--- config.mk ---
export PLATFORM = sky130hd
export DESIGN_NAME = field_wr_port
export DESIGN_NICKNAME = d
export VERILOG_FILES = /design/src/rtl/fwp_pkg.sv /design/src/rtl/fwp_skew.sv /design/src/rtl/fwp_pointer.sv /design/src/rtl/fwp_rules.sv /design/src/rtl/field_wr_port.sv
export SDC_FILE = /design/constraint.sdc
export NUM_CORES = 1
export LEC_CHECK = 0
export BUFFER_PORTS_ARGS = -buffer_cell sky130_fd_sc_hd__buf_4
export CORE_MARGIN = 5
export CORE_UTILIZATION = 55
export CTS_CLUSTER_SIZE = 12
export DETAILED_ROUTE_END_ITERATION = 12
export PLACE_DENSITY = 0.78
export SLEW_MARGIN = 15
export SYNTH_ARGS = -nofsm -noshare
export SYNTH_HDL_FRONTEND = slang
export SYNTH_SLANG_ARGS = --single-unit
--- constraint.sdc ---
create_clock -name clk_i -period 2.2 [get_ports clk_i]
set_input_delay 0.44 -clock clk_i [delete_from_list [all_inputs] [get_ports clk_i]]
set_output_delay 0.44 -clock clk_i [all_outputs]
set_load 0.01 [all_outputs]
--- src/rtl/fwp_pkg.sv ---
package fwp_pkg;
  typedef struct packed {
    logic rst;
    logic we;
    logic ie;
  } fwp_ctl_t;

  localparam int unsigned GAP_MIN = 2;
endpackage

--- src/rtl/fwp_skew.sv ---
module fwp_skew
  import fwp_pkg::*;
#(
  parameter int unsigned DATA_W = 8,
  parameter int unsigned SKEW   = 1
) (
  input  logic              clk_i,
  input  logic              rst_ni,
  input  fwp_ctl_t          ctl_i,
  input  logic [DATA_W-1:0] data_i,
  output fwp_ctl_t          ctl_o,
  output logic [DATA_W-1:0] data_o
);
  localparam int unsigned W = $bits(fwp_ctl_t) + DATA_W;

  logic [SKEW-1:0][W-1:0] pipe_q;

  always_ff @(posedge clk_i or negedge rst_ni) begin
    if (!rst_ni) begin
      pipe_q <= '0;
    end else begin
      pipe_q[0] <= {ctl_i, data_i};
      for (int s = 1; s < int'(SKEW); s++) pipe_q[s] <= pipe_q[s-1];
    end
  end

  assign {ctl_o, data_o} = pipe_q[SKEW-1];


  skew_first_stage_chk: assert property (@(posedge clk_i) disable iff (!rst_ni)
    1'b1 |=> pipe_q[0] == $past({ctl_i, data_i}));
endmodule

--- src/rtl/fwp_pointer.sv ---
module fwp_pointer
  import fwp_pkg::*;
#(
  parameter int unsigned ADDR_W = 18,
  parameter int unsigned DATA_W = 8
) (
  input  logic              clk_i,
  input  logic              rst_ni,
  input  fwp_ctl_t          ctl_i,
  input  logic [DATA_W-1:0] data_i,
  output logic              stb_o,
  output logic [ADDR_W-1:0] addr_o,
  output logic [DATA_W-1:0] data_o,
  output logic [ADDR_W-1:0] ptr_o
);
  logic [ADDR_W-1:0] ptr_q;
  logic              pend_vld_q;
  logic [ADDR_W-1:0] pend_addr_q;
  logic [DATA_W-1:0] pend_data_q;
  logic              stb_q;
  logic [ADDR_W-1:0] stb_addr_q;
  logic [DATA_W-1:0] stb_data_q;
  logic              act;
  logic              flush;

  assign act   = ctl_i.we && !ctl_i.rst;
  assign flush = (ctl_i.rst || ctl_i.we) && pend_vld_q;

  always_ff @(posedge clk_i or negedge rst_ni) begin
    if (!rst_ni) begin
      ptr_q       <= '0;
      pend_vld_q  <= 1'b0;
      pend_addr_q <= '0;
      pend_data_q <= '0;
      stb_q       <= 1'b0;
      stb_addr_q  <= '0;
      stb_data_q  <= '0;
    end else begin
      stb_q <= flush;
      if (flush) begin
        stb_addr_q <= pend_addr_q;
        stb_data_q <= pend_data_q;
      end
      if (ctl_i.rst) begin
        ptr_q      <= '0;
        pend_vld_q <= 1'b0;
      end else if (act) begin
        pend_vld_q  <= ctl_i.ie;
        pend_addr_q <= ptr_q;
        pend_data_q <= data_i;
        ptr_q       <= ptr_q + ADDR_W'(1);
      end
    end
  end

  assign stb_o  = stb_q;
  assign addr_o = stb_addr_q;
  assign data_o = stb_data_q;
  assign ptr_o  = ptr_q;


  rst_clear_chk: assert property (@(posedge clk_i) disable iff (!rst_ni)
    ctl_i.rst |=> (ptr_q == '0) && !pend_vld_q);

  we_hold_chk: assert property (@(posedge clk_i) disable iff (!rst_ni)
    (!ctl_i.rst && !ctl_i.we) |=> $stable(ptr_q) && !$rose(pend_vld_q));

  ptr_step_chk: assert property (@(posedge clk_i) disable iff (!rst_ni)
    (!ctl_i.rst && ctl_i.we) |=> ptr_q == $past(ptr_q) + ADDR_W'(1));

  mask_no_pend_chk: assert property (@(posedge clk_i) disable iff (!rst_ni)
    (!ctl_i.rst && ctl_i.we && !ctl_i.ie) |=> !pend_vld_q);

  stb_cause_chk: assert property (@(posedge clk_i) disable iff (!rst_ni)
    stb_q |-> $past(ctl_i.rst || ctl_i.we));
endmodule

--- src/rtl/fwp_rules.sv ---
module fwp_rules
  import fwp_pkg::*;
#(
  parameter int unsigned MIN_ACTIVE = 80
) (
  input  logic clk_i,
  input  logic rst_ni,
  input  logic rst_i,
  input  logic we_i,
  output logic gap_err_o,
  output logic short_seq_o
);
  localparam int unsigned ACT_W = $clog2(MIN_ACTIVE + 1);
  localparam int unsigned GAP_W = $clog2(GAP_MIN + 1);

  logic             rst_prev_q;
  logic             seen_q;
  logic [GAP_W-1:0] gap_q;
  logic [ACT_W-1:0] act_q;
  logic             gap_err_q;
  logic             short_q;
  logic             rise;

  assign rise = rst_i && !rst_prev_q;

  always_ff @(posedge clk_i or negedge rst_ni) begin
    if (!rst_ni) begin
      rst_prev_q <= 1'b0;
      seen_q     <= 1'b0;
      gap_q      <= '0;
      act_q      <= '0;
      gap_err_q  <= 1'b0;
      short_q    <= 1'b0;
    end else begin
      rst_prev_q <= rst_i;
      gap_err_q  <= rise && seen_q && (gap_q < GAP_W'(GAP_MIN));
      short_q    <= rise && seen_q && (act_q < ACT_W'(MIN_ACTIVE));
      if (rst_i) begin
        seen_q <= 1'b1;
        gap_q  <= '0;
        act_q  <= '0;
      end else begin
        if (gap_q < GAP_W'(GAP_MIN)) gap_q <= gap_q + GAP_W'(1);
        if (we_i && act_q < ACT_W'(MIN_ACTIVE)) act_q <= act_q + ACT_W'(1);
      end
    end
  end

  assign gap_err_o   = gap_err_q;
  assign short_seq_o = short_q;


  gap_err_cause_chk: assert property (@(posedge clk_i) disable iff (!rst_ni)
    gap_err_q |-> $past(rst_i) && !$past(rst_prev_q));

  short_cause_chk: assert property (@(posedge clk_i) disable iff (!rst_ni)
    short_q |-> $past(rst_i) && $past(seen_q));

  gap_pulse_chk: assert property (@(posedge clk_i) disable iff (!rst_ni)
    gap_err_q |=> !gap_err_q);

  act_bound_chk: assert property (@(posedge clk_i) disable iff (!rst_ni)
    act_q <= ACT_W'(MIN_ACTIVE));
endmodule

--- src/rtl/field_wr_port.sv ---
module field_wr_port
  import fwp_pkg::*;
#(
  parameter int unsigned ADDR_W     = 18,
  parameter int unsigned DATA_W     = 8,
  parameter int unsigned MIN_ACTIVE = 80,
  parameter int unsigned SKEW       = 1
) (
  input  logic              clk_i,
  input  logic              rst_ni,
  input  logic              wr_rst_i,
  input  logic              wr_en_i,
  input  logic              in_en_i,
  input  logic [DATA_W-1:0] din_i,
  output logic              wr_stb_o,
  output logic [ADDR_W-1:0] wr_addr_o,
  output logic [DATA_W-1:0] wr_data_o,
  output logic [ADDR_W-1:0] wr_ptr_o,
  output logic              gap_err_o,
  output logic              short_seq_o
);
  fwp_ctl_t          ctl_in;
  fwp_ctl_t          ctl_d;
  logic [DATA_W-1:0] data_d;

  assign ctl_in = '{rst: wr_rst_i, we: wr_en_i, ie: in_en_i};

  fwp_skew #(.DATA_W(DATA_W), .SKEW(SKEW)) u_skew (
    .clk_i  (clk_i),
    .rst_ni (rst_ni),
    .ctl_i  (ctl_in),
    .data_i (din_i),
    .ctl_o  (ctl_d),
    .data_o (data_d)
  );

  fwp_pointer #(.ADDR_W(ADDR_W), .DATA_W(DATA_W)) u_ptr (
    .clk_i  (clk_i),
    .rst_ni (rst_ni),
    .ctl_i  (ctl_d),
    .data_i (data_d),
    .stb_o  (wr_stb_o),
    .addr_o (wr_addr_o),
    .data_o (wr_data_o),
    .ptr_o  (wr_ptr_o)
  );

  fwp_rules #(.MIN_ACTIVE(MIN_ACTIVE)) u_rules (
    .clk_i       (clk_i),
    .rst_ni      (rst_ni),
    .rst_i       (ctl_d.rst),
    .we_i        (ctl_d.we),
    .gap_err_o   (gap_err_o),
    .short_seq_o (short_seq_o)
  );


  por_quiet_chk: assert property (@(posedge clk_i) disable iff (!rst_ni)
    $rose(rst_ni) |-> !wr_stb_o && !gap_err_o && !short_seq_o);
endmodule

Yosys cells after proc, flatten, opt, wreduce, memory -nomap -nowiden:

Index checks and enable logic that the tools add are counted.

* register bits after elaboration: 96
* input bits: 13
* output and inout port bits: 47
* word-level logic and storage cells: 42

* add/sub/neg operators: 3
* $lt $le $gt $ge: 2
* mux-type cells: 8
* bitwise logic cells: 1
* reduce and logical (&&, ||, !) cells: 14

Operators by type and width (number)
* $mux W18: 2
* $add A18 B1 Y18 const B: 1
* $mux W7: 2
* $add A7 B1 Y7 const B: 1
* $logic_and A1 B1 Y1: 7
* $lt A7 B7 Y1 const B: 1
* $reduce_bool A2 Y1: 3
* $mux W2: 2
* $add A2 B1 Y2 const B: 1
* $logic_not A1 Y1: 2
* $lt A2 B2 Y1 const B: 1
* $mux W1: 2
* $reduce_and A2 Y1: 1
* $logic_or A1 B1 Y1: 1
* $not A1 Y1: 1

Depth between registers and ports, before layout:

Gate-level depths: netlist (run 1).

* depth in word-level cells: 4
* depth in mapped cells: 6
* depth with buffers taken out: 5

By module:

From an unflattened synthesis (run 1), not the netlist that was laid out.

* cell total of the unflattened synthesis: 272
* area, all modules: 3729.8 um^2

By module, submodules not included
* fwp_pointer: instances 1, cells an instance 210, area each 2906.5 um^2, sequential area each 1801.7 um^2
* fwp_rules: instances 1, cells an instance 51, area each 548.0 um^2, sequential area each 325.3 um^2
* fwp_skew: instances 1, cells an instance 11, area each 275.3 um^2, sequential area each 275.3 um^2

Least setup slack after synthesis (run 1):

Ideal clock, no wire load.

* path kind: reg-to-reg
* start: register u_ptr.ptr_q[0], in the netlist u_ptr.ptr_o[0]
* end: register u_ptr.ptr_q[16], in the netlist u_ptr.ptr_o[16]
* arrival: 1641 ps
* path slack: 432 ps
* cell stages (with the launch flop): 6
* period minus slack after synthesis: 1768 ps
* path through: dfrtp_1 ha_1 nand4_1 nor3_1 nand4_1 mux2_1

* longest elaborated chain between the ends: 3

Ends and longest elaborated chain
* from (decl): line fwp_pointer.sv:16 `logic [ADDR_W-1:0] ptr_q;`
* from (signal assigned): line fwp_pointer.sv:51 `ptr_q <= ptr_q + ADDR_W'(1);`
* $add A18 B1 Y18: line fwp_pointer.sv:51
* $mux W18: line fwp_pointer.sv:47 `end else if (act) begin`
* $mux W18: line fwp_pointer.sv:44 `if (ctl_i.rst) begin`

Every way passes these cells. The select of a mux whose other input is x is not followed.
A chain may end at the register's enable or synchronous reset.

Worst setup path after layout (run 1):

Ends and elaborated chain as after synthesis.

==> results of run 1 <==
## metal layers
layer | vias up | track usage | part of all wire
met3 | 9 | 0.0466 | 0.062
met2 | 45 | 0.260 | 0.48
li1 | 1049 | - | -
met1 | 1115 | 0.217 | 0.44
met5 | - | 0 | 0
met4 | 0 | 0.0792 | 0.019
## through the flow
stage	util	hold WS, ps
floorplan	-	144
global placement	0.660	408
detailed placement	0.660	407
CTS	0.689	19.7
global route	0.689	44.5
finish	0.689	16.5
## report_power, final
group          internal [mW]  switching (mW)
clock network          0.549           0.544
logic                  0.191           0.155
registers               1.88          0.0671
total                   2.62           0.765
## how the worst max path moves through the flow
| stage | start | end | slack, ps | depth (start not counted) |
|---|---|---|---|---|
| floorplan | u_ptr.ptr_o[0]$_DFFE_PN0P_ | u_ptr.ptr_o[16]$_DFFE_PN0P_ | 430 | 5 |
| detailed placement | u_ptr.ptr_o[0]$_DFFE_PN0P_ | u_ptr.ptr_o[16]$_DFFE_PN0P_ | 290 | 5 |
| finish | u_ptr.ptr_o[0]$_DFFE_PN0P_ | u_ptr.ptr_o[16]$_DFFE_PN0P_ | 240 | 5 |
| CTS | u_ptr.ptr_o[0]$_DFFE_PN0P_ | u_ptr.ptr_o[16]$_DFFE_PN0P_ | 240 | 5 |
| global route | u_ptr.ptr_o[1]$_DFFE_PN0P_ | u_ptr.ptr_o[16]$_DFFE_PN0P_ | 70 | 5 |
| global placement | u_ptr.ptr_o[0]$_DFFE_PN0P_ | u_ptr.ptr_o[16]$_DFFE_PN0P_ | 370 | 5 |
## area by class of cell
cell class | count | area, um2
Sequential cell | 96 | 2400
Clock buffer | 12 | 145
Inverter | 3 | 11.3
Multi-Input combinational cell | 157 | 1220
Fill cell | 467 | 2000
Timing Repair Buffer | 66 | 508
Tap cell | 77 | 96.3
Clock inverter | 3 | 42.5
## registers in the layout, indices dropped and copies added, names as in the netlist
| register | flops |
|---|---|
| u_ptr.addr_o | 18 |
| u_ptr.pend_addr_q | 18 |
| u_ptr.ptr_o | 18 |
| u_skew.pipe_q | 11 |
| u_ptr.data_o | 8 |
| u_ptr.pend_data_q | 8 |
| u_rules.act_q | 7 |
| u_rules.gap_q | 2 |
| u_ptr.pend_vld_q | 1 |
| u_ptr.stb_o | 1 |
| u_rules.gap_err_o | 1 |
| u_rules.rst_prev_q | 1 |
| u_rules.seen_q | 1 |
| u_rules.short_seq_o | 1 |
## cells in the final DEF (no fill, tap or decap), types with 2 or more instances in the layout
cell type / instances
clkbuf_1: 2
buf_4: 65
nor4_1: 3
nor3_1: 5
nand4_1: 4
nand2_1: 11
mux2i_1: 2
o21ai_0: 6
xor2_1: 9
ha_1: 2
nor2_1: 24
and3_1: 2
nand3_1: 7
inv_1: 3
dfrtp_1: 96
a21oi_1: 5
or3_1: 5
mux2_2: 50
xnor2_1: 9
clkbuf_8: 10
## cell usage after synthesis
cell type | instances | share of area
nand4_1 | 4 | 0.0068
nand2_1 | 11 | 0.011
nor3b_1 | 1 | 0.0020
nor2_1 | 24 | 0.025
nor3_1 | 5 | 0.0068
nor4b_1 | 1 | 0.0024
inv_1 | 3 | 0.0031
or2_2 | 1 | 0.0017
o21ai_0 | 6 | 0.0082
or2b_1 | 1 | 0.0020
and3_1 | 2 | 0.0034
nor4_1 | 3 | 0.0051
a21oi_1 | 5 | 0.0068
o21ai_2 | 1 | 0.0024
nand4_4 | 1 | 0.0058
xor2_1 | 9 | 0.021
o21ai_1 | 1 | 0.0014
nor2b_1 | 1 | 0.0017
mux2_2 | 50 | 0.15
nand3_1 | 7 | 0.0095
dfrtp_1 | 96 | 0.65
xnor2_1 | 9 | 0.021
mux2i_1 | 2 | 0.0054
clkbuf_1 | 5 | 0.0051
buf_2 | 5 | 0.0068
nand4_2 | 1 | 0.0034
and4_1 | 1 | 0.0024
ha_1 | 2 | 0.0068
a41oi_1 | 1 | 0.0024
mux2_1 | 1 | 0.0031
and2_1 | 1 | 0.0017
or3_1 | 5 | 0.0085
## cell families after synthesis
family	Yosys count	synth area share
compound gates	14	0.0211
buf+inv	13	0.0150
fa+ha+maj	2	0.00681
flops	96	0.654
simple gates	70	0.0990
xor+xnor	18	0.0429
mux	53	0.162
==> summary.md, run 1 <==
| Metric | Value |
|---|---|
| Post-CTS Setup Bufs | 0 |
| Setup crit end kind | flip-flop |
| Drt drc | 0 |
| P_leak | 2.18 nW |
| Vias per inst | 5.36 |
| Mean post-synth cell area | 13.8 um2 |
| Sequential cell area fraction in the yosys report | 0.654 |
| Max Freq | 510 MHz |
| Fin worst setup slack | 240 ps |
| Synth unique cells | 32 |
| Layout Skew | 8.09 ps |
| Layout cells sized above 1 | 0.395 |
| CP peak stage delay | 480 ps |
| All-Layer GR Usage | 0.167 |
| Reg2Reg Setup Slack | 240 ps |
| Vias | 2218 |
| Critical Path Start Type | flip-flop |
| WS Path Type | flip-flop to flip-flop |
| Clock latency on the worst-skew pair | 350 ps |
| WP data required | 2430 ps |
| Core Area | 6420 um2 |
| Maximum VDD drop | 0.000427 V |
| Num CTS Buffers | 9 |
| Fin crit period | 1960 ps |
| Critical path's top delay family | simple AND/OR/NAND/NOR gates |
| Clock root cell | clkbuf_8 |
| Syn. warnings | 0 |
| Period utilization | 0.891 |
| Post-Synthesis Cells | 266 |
| Drt first pass iters | 4 |
| Initial DRC Count | 82 |
| Hold Path Class | input port to asynchronous set/reset pin |
| Critical path buffer and inverter count | 0 |
| Post-cts resize count | 0 |
| Mapped Area | 3680 um2 |
| Largest net degree at the start of global routing | 41 |
| Setup Viol. Count Final | 0 |
| Count of final hold-check violations | 0 |
| Cts-stage hold buffer count | 0 |
| H-tree Lvls | 3 |
| Wire length per cell | 15.0 um |
| First-pass GRT wire length | 11.2 mm |
| Die span in y | 91.8 um |
| Initial antenna violation count | 0 |
| CP most frequent cell | nand4_1 |
| P per Cell Area | 765 nW/um2 |
| Worst-path clk slew | 80 ps |
| Die area | 8420 um2 |
| CTS tree | yes |
| I/O Pins | 60 |
| Maximum clock path buffer count | 2 |
| Final Instance Count excl. Fillers | 414 |
| Slew @ Worst Pin | 468 ps |
| Reg2Reg Depth | 5 |
| Placed cells | 399 |
| Yosys reg bits | 96 |
| Buffers on Ports | 59 |
| Syn Nets | 281 |
| Post-route ant nets | 0 |
| TNS Setup | 0 ps |
| Cell Rows | 29 |
| Power Total | 3.38 mW |
| CP max stage cell | dfrtp_1 |
| Gr ovfl total | 0 |
| R2r endpoint | u_ptr.ptr_o[16]$_DFFE_PN0P_ |
| Vias in the first global route | 2364 |
| WL final | 6.21 mm |
| CP Cell Sequence | ha_1 -> nand4_1 -> nor3_1 -> nand4_1 -> mux2_1 |
| Dpl cell area | 4240 um2 |
| Unrepaired setup endpoints after global routing | no |
| Max_slew headroom | 0.686 |
| Clock sinks | 96 |
| Outcome | finished, final reports clean |
| Fin. max-slew vios | 0 |
| Ant diodes | 0 |
| RR Startpoint | u_ptr.ptr_o[0]$_DFFE_PN0P_ |
| Area grow syn2layout | 20.4% |
| Crit Path Max Fanout | 7 |
| Cell area after layout | 4420 um2 |
| HPWL after detailed placement | 4.37 mm |
| Gpl congestion | 0.743 |
| Final nets | 348 |
| Initial Util | 0.572 |
| # Max-Cap Violations | 0 |
| CP arrival | 2190 ps |
| Dpl ws | 287 ps |
| Chip width | 91.8 um |
Note: power is estimated with default switching activity, not from simulation.
==> inputs of run 2 (changes only) <==
CORE_UTILIZATION = 50   (was 55)
PLACE_DENSITY = 0.75   (was 0.78)
clock period = 1.6 ns   (was 2.2 ns; I/O delays follow)
==> run 2 against run 1 <==
Against the previous run: the flow now finishes with violations (negative hold slack); utilization is 4.6 points lower; non-clock buffer count is 18 higher; clock-buffer cell count is 2 higher; sequential power is 38% higher; via count is 4.1% higher; first-iteration DRC count is 7.3% higher; routed wire length is 6.8% higher; sequential share of layout area is 2.5 points lower; sequential cell count stayed put; setup slack worse by 170 ps; power is 36% higher; critical path type unchanged.
==> summary.md, run 2 (synthesis results as in run 1) <==
| Metric | Value |
|---|---|
| Clock latency on the worst-skew pair | 350 ps (about the same) |
| Cell Rows | 31 (+6.9%) |
| Fin crit period | 1530 ps (-428 ps) |
| Drt first pass iters | 4 (unchanged) |
| Period utilization | 0.958 (+0.0669) |
| Num CTS Buffers | 9 (unchanged) |
| Slew @ Worst Pin | 508 ps (+40.3 ps) |
| Gr ovfl total | 0 (unchanged) |
| Unrepaired setup endpoints after global routing | yes |
| Hold Path Class | input port to asynchronous set/reset pin |
| Chip width | 95.7 um (+4.3%) |
| CTS tree | yes |
| RR Startpoint | u_skew.pipe_q[9]$_DFF_PN0_ |
| Post-route ant nets | 0 (unchanged) |
| Most common cell after layout, fill and taps aside | dfrtp_1 |
| Outcome | finished, violations left |
| Area grow syn2layout | 26.2% |
| Maximum VDD drop | 0.000597 V (+40%) |
| Fin worst setup slack | 67.6 ps (-172 ps) |
| H-tree Lvls | 3 (unchanged) |
| Max_slew headroom | 0.661 (-0.0248) |
| Clock sinks | 96 (unchanged) |
| Layout cells sized above 1 | 0.444 (+0.0488) |
| Crit Path Max Fanout | 7 (unchanged) |
| P_leak | 2.28 nW (+4.6%) |
| Multi-input logic area | 1250 um2 (+2.3%) |
| Maximum clock path buffer count | 2 (unchanged) |
| Power Total | 4.60 mW (+36%) |
| Vias in the first global route | 2374 (+0.42%) |
| Wire length per cell | 14.6 um (-2.4%) |
| First-pass GRT wire length | 11.4 mm (+1.7%) |
| Initial Util | 0.510 (-0.0628) |
| Worst-path clk slew | 80 ps (about the same) |
| Count of final hold-check violations | 5 (+5) |
| HPWL after detailed placement | 4.64 mm (+6.1%) |
| Cts-stage hold buffer count | 0 (unchanged) |
| Die area | 9170 um2 (+8.9%) |
| Initial DRC Count | 88 (+7.3%) |
| Critical Path Start Type | flip-flop |
| Fin. max-slew vios | 0 (unchanged) |
| Setup crit end kind | flip-flop |
| Setup Viol. Count Final | 0 (unchanged) |
| I/O Pins | 60 (unchanged) |
| Final Hold Slack | -14.1 ps (-30.6 ps) |
| Layout Skew | 8.69 ps (+0.606 ps) |
| Vias | 2309 (+4.1%) |
| Die span in y | 95.7 um (+4.3%) |
| Max Freq | 653 MHz (+28%) |
| All-Layer GR Usage | 0.163 (-0.00365) |
| Dpl ws | 20.7 ps (-266 ps) |
| Buffers on Ports | 59 (unchanged) |
| Most frequent cells in the layout | dfrtp_1, buf_4, mux2_2 |
| CP arrival | 1820 ps (-370 ps) |
| Initial antenna violation count | 0 (unchanged) |
| # Max-Cap Violations | 0 (unchanged) |
| Drt drc | 0 (unchanged) |
| Ant diodes | 0 (unchanged) |
| Storage element area | 2410 um2 (+0.16%) |
| Core Area | 7210 um2 (+12%) |
| Violated checks | negative hold slack |
| Fill cells | 595 (+27%) |
| Clock root cell | clkbuf_8 |
| WL final | 6.63 mm (+6.8%) |
| Vias per inst | 5.10 (-4.9%) |
| Gpl congestion | 0.763 (+2.7%) |
| P per Cell Area | 992 nW/um2 (+30%) |
| WS Path Type | flip-flop to flip-flop |
| Largest net degree at the start of global routing | 97 (+140%) |
| Final nets | 366 (+5.2%) |
| WP data required | 1880 ps (-550 ps) |
| Crit path launch | u_skew.pipe_q[9]$_DFF_PN0_ |
==> run 2: changes by cell type in the layout (fill, tap and decap cells not counted), moves of 2 or more <==
| cell | previous run | this run |
|---|---|---|
| buf_4 | 65 | 80 |
| nor3_1 | 5 | 3 |
| dfrtp_1 | 96 | 93 |
| nor3_2 | 0 | 2 |
| buf_12 | 1 | 4 |
| dfrtp_2 | 0 | 3 |
| clkbuf_8 | 10 | 12 |
==> run 2: power breakdown <==
group	internal [mW]	total [mW]	switching, mW
Sequential	2.58	2.67	0.0878
Clock	0.678	1.42	0.744
Combinational	0.286	0.512	0.226
Total	3.55	4.60	1.06
==> run 2: final cells by class <==
class / count / share of cell area
Sequential cell: 96 / 0.518
Multi-Input combinational cell: 157 / 0.269
Timing Repair Buffer: 84 / 0.147
Clock buffer: 14 / 0.0372
Tap cell: 99 / 0.0267
Inverter: 3 / 0.00243
==> run 2: final timing paths <==
check	end	slack (ps)	cells past startpoint
max	u_ptr.ptr_o[17]$_DFFE_PN0P_	70	4
min	u_ptr.stb_o$_DFF_PN0_	-10	2
max reg2reg	u_ptr.ptr_o[17]$_DFFE_PN0P_	70	4
min reg2reg	u_rules.short_seq_o$_DFF_PN0_	430	1
max in group asynchronous	u_rules.act_q[6]$_DFFE_PN0P_	1200	2
min in group clk_i	u_skew.pipe_q[10]$_DFF_PN0_	60	1
==> run 2: stage by stage <==
step	hold slack, ps	util	setup TNS [ps]	cell area, um2	instances
5_1_grt	40.0	0.643	-32.3	4640	453
3_5_place_dp	416	0.615	0	4440	438
3_3_place_gp	413	0.615	0	4440	438
2_1_floorplan	24.4	-	-8.29	3680	266
4_1_cts	26.0	0.639	0	4610	452
6_report	-14.1	0.643	0	4640	453
==> run 2: routing by layer <==
layer	GRT usage	part of all wire
met4	0.0699	0.023
met5	0	0
met2	0.253	0.47
met1	0.215	0.45
met3	0.0461	0.051
==> run 2: critical path, stage by stage, from the launching register on <==
cell	delay, ps
dfrtp_2	450
nand4_4	120
or3_4	390
or3_1	350
a21oi_1	150
==> run 2: repair_timing <==
item                       4_1_cts  5_1_grt
setup endpoints to repair        1        6
gates resized for setup          1        4
buffers inserted                 0        1
pin swaps                        0        1
==> inputs of run 3 (changes only) <==
CTS_BUF_LIST = sky130_fd_sc_hd__clkbuf_8   (was not set)
clock period = 1.4 ns   (was 1.6 ns; I/O delays follow)
==> run 3 against run 2 <==
Against the previous run: the run ends with negative setup slack left; combinational power increased by 24%; non-clock buffer count increased by 16; sequential power increased by 14%; die area unchanged; first-iteration DRC count decreased by 16%; critical path type unchanged; largest cell class unchanged; largest power group unchanged.
==> summary.md, run 3 (synthesis results as in run 1) <==
| Metric | Value |
|---|---|
| Switch share | 0.227 (-0.00242) |
| CP arrival | 1760 ps (-60 ps) |
| DR WL met2 | 3.89 mm (+23%) |
| Metal3 WL | 372 um (+10%) |
| Reg power frac | 0.524 (-0.056) |
| Vias in the first global route | 2532 (+6.7%) |
| Outcome | finished, violations left |
| Area grow syn2layout | 36.4% |
| Critical Path Start Type | flip-flop |
| Ant diodes | 0 (unchanged) |
| Max Freq | 662 MHz (+1.4%) |
| Most frequent cells in the layout | dfrtp_1, buf_4, mux2_2 |
| I/O Pins | 60 (unchanged) |
| Uppermost layer routed | met4 |
| All-Layer GR Usage | 0.179 (+0.0161) |
| Final Hold Slack | 29.6 ps (+43.7 ps) |
| Violated checks | negative setup slack |
| Layout cells sized above 1 | 0.508 (+0.0646) |
| First-pass GRT wire length | 12.2 mm (+7.5%) |
| Vias per inst | 5.13 (+0.55%) |
| Maximum VDD drop | 0.000773 V (+30%) |
| Num CTS Buffers | 9 (unchanged) |
| CP peak stage delay | 420 ps (-30 ps) |
| Placed cells | 446 (+1.8%) |
| Fin worst setup slack | -112 ps (-179 ps) |
| Dpl cell area | 4550 um2 (+2.6%) |
| CP max stage cell | dfrtp_2 |
| Die area | 9170 um2 (unchanged) |
| Initial antenna violation count | 0 (unchanged) |
| Most common cell after layout, fill and taps aside | dfrtp_1 |
| Setup crit end kind | flip-flop |
| Layout Skew | 7.80 ps (-0.895 ps) |
| Core Area | 7210 um2 (unchanged) |
| Gpl congestion | 0.747 (-2.1%) |
| Share of total power in combinational logic | 0.109 (-0.002) |
| Fin. max-slew vios | 0 (unchanged) |
| Max_slew headroom | 0.825 (+0.163) |
| Slew @ Worst Pin | 263 ps (-245 ps) |
| # Max-Cap Violations | 0 (unchanged) |
| Clock root cell | clkbuf_8 |
| Setup Viol. Count Final | 7 (+7) |
| Worst-path clk slew | 90 ps (about the same) |
| Crit Path Max Fanout | 3 (-4) |
| Largest net degree at the start of global routing | 44 (-55%) |
| Power Internal | 4.50 mW (+27%) |
| Clock latency on the worst-skew pair | 360 ps (about the same) |
| TNS Setup | -573 ps (-573 ps) |
| Hold Path Class | input port to flip-flop |
| CP Cell Sequence | ha_4 -> nand4_1 -> buf_4 -> nor4b_4 -> xnor2_1 -> nor2_1 |
| H-tree Lvls | 3 (unchanged) |
| P per Cell Area | 1160 nW/um2 (+17%) |
| Cell area after layout | 5010 um2 (+8.0%) |
| Gr ovfl total | 0 (unchanged) |
| Final nets | 382 (+4.4%) |
| WL met1 | 3.10 mm (+3.6%) |
| Vias | 2414 (+4.5%) |
| Period utilization | 1.08 (+0.122) |
| WP data required | 1650 ps (-230 ps) |
| Clock sinks | 96 (unchanged) |
| Power Total | 5.83 mW (+27%) |
| Drt drc | 0 (unchanged) |
| Fill cells | 514 (-14%) |
| Cell Rows | 31 (unchanged) |
| Post-route ant nets | 0 (unchanged) |
| Final Util | 0.695 (+0.0515) |
| Fin crit period | 1510 ps (-20.8 ps) |
| Unrepaired setup endpoints after global routing | yes |
| Dpl ws | -155 ps (-175 ps) |
| Sw power | 1.32 mW (+25%) |
| HPWL after detailed placement | 5.09 mm (+9.6%) |
| Drt first pass iters | 4 (unchanged) |
| Die span in y | 95.7 um (unchanged) |
| P_leak | 2.49 nW (+9.3%) |
| WS Path Type | flip-flop to flip-flop |
| Wire length per cell | 15.9 um (+8.5%) |
| Buffers on Ports | 59 (unchanged) |
| Clock network power share | 0.367 (+0.058) |
| WL final | 7.49 mm (+13%) |
| Count of final hold-check violations | 0 (-5) |
| Maximum clock path buffer count | 2 (unchanged) |
| Final Instance Count excl. Fillers | 471 (+4.0%) |
| CTS tree | yes |
| Initial Util | 0.510 (unchanged) |
| Initial DRC Count | 74 (-16%) |
| Chip width | 95.7 um (unchanged) |
==> run 3: power groups by stage <==
stage / Clock, mW / Sequential, mW / Combinational (mW)
final: 2.14 / 3.05 / 0.636
after global routing: 2.31 / 3.08 / 0.694
after floorplan: 0 / 3.14 / 0.238
after detailed placement: 0 / 3.11 / 0.622
after global placement: 0 / 3.10 / 0.603
after CTS: 2.20 / 3.05 / 0.637
==> run 3: what timing repair did <==
item | CTS | global route
setup buffers | 5 | 1
gates cloned | 0 | 0
hold endpoints to repair | 17 | 3
pin swaps | 13 | 4
hold buffers | 2 | 3
resized for setup | 11 | 15
endpoints found under the setup margin | 22 | 19
==> run 3: path summary, 6_finish.rpt <==
check | to | slack [ps] | from | cells past startpoint
setup / recovery | u_ptr.ptr_o[14]$_DFFE_PN0P_ | -110 | u_ptr.ptr_o[1]$_DFFE_PN0P_ | 6
hold / removal | u_skew.pipe_q[10]$_DFF_PN0_ | 30 | wr_rst_i | 1
setup reg to reg | u_ptr.ptr_o[14]$_DFFE_PN0P_ | -110 | u_ptr.ptr_o[1]$_DFFE_PN0P_ | 6
hold reg to reg | u_rules.gap_err_o$_DFF_PN0_ | 440 | u_rules.rst_prev_q$_DFF_PN0_ | 1
max in group asynchronous | u_ptr.ptr_o[9]$_DFFE_PN0P_ | 530 | rst_ni | 3
min in group asynchronous | u_ptr.data_o[5]$_DFFE_PN0P_ | 350 | rst_ni | 2
==> run 3: cell type report <==
class / instances / area, um2 / area share
well taps: 99 / 124 / 0.0247
clock buffers: 9 / 124 / 0.0247
multi-input cells: 157 / 1370 / 0.272
inverters: 3 / 11.3 / 0.00225
repair buffers: 100 / 856 / 0.171
clock inverters: 7 / 120 / 0.0240
flip-flops and latches: 96 / 2410 / 0.481
==> run 3: critical path: cells and delay by family (launching register included) <==
kind                       cells  cell delay [ps]
adders and majority gates      1              140
DFF                            1              420
xor gates and xnor gates       1              170
buffers and inverters          1              210
and+or+nand+nor                3              460
==> run 3: layer usage <==
metal | track usage | up-vias
li1 | - | 1112
met1 | 0.220 | 1229
met2 | 0.298 | 63
met3 | 0.0446 | 10
met4 | 0.0829 | 0
met5 | 0 | -
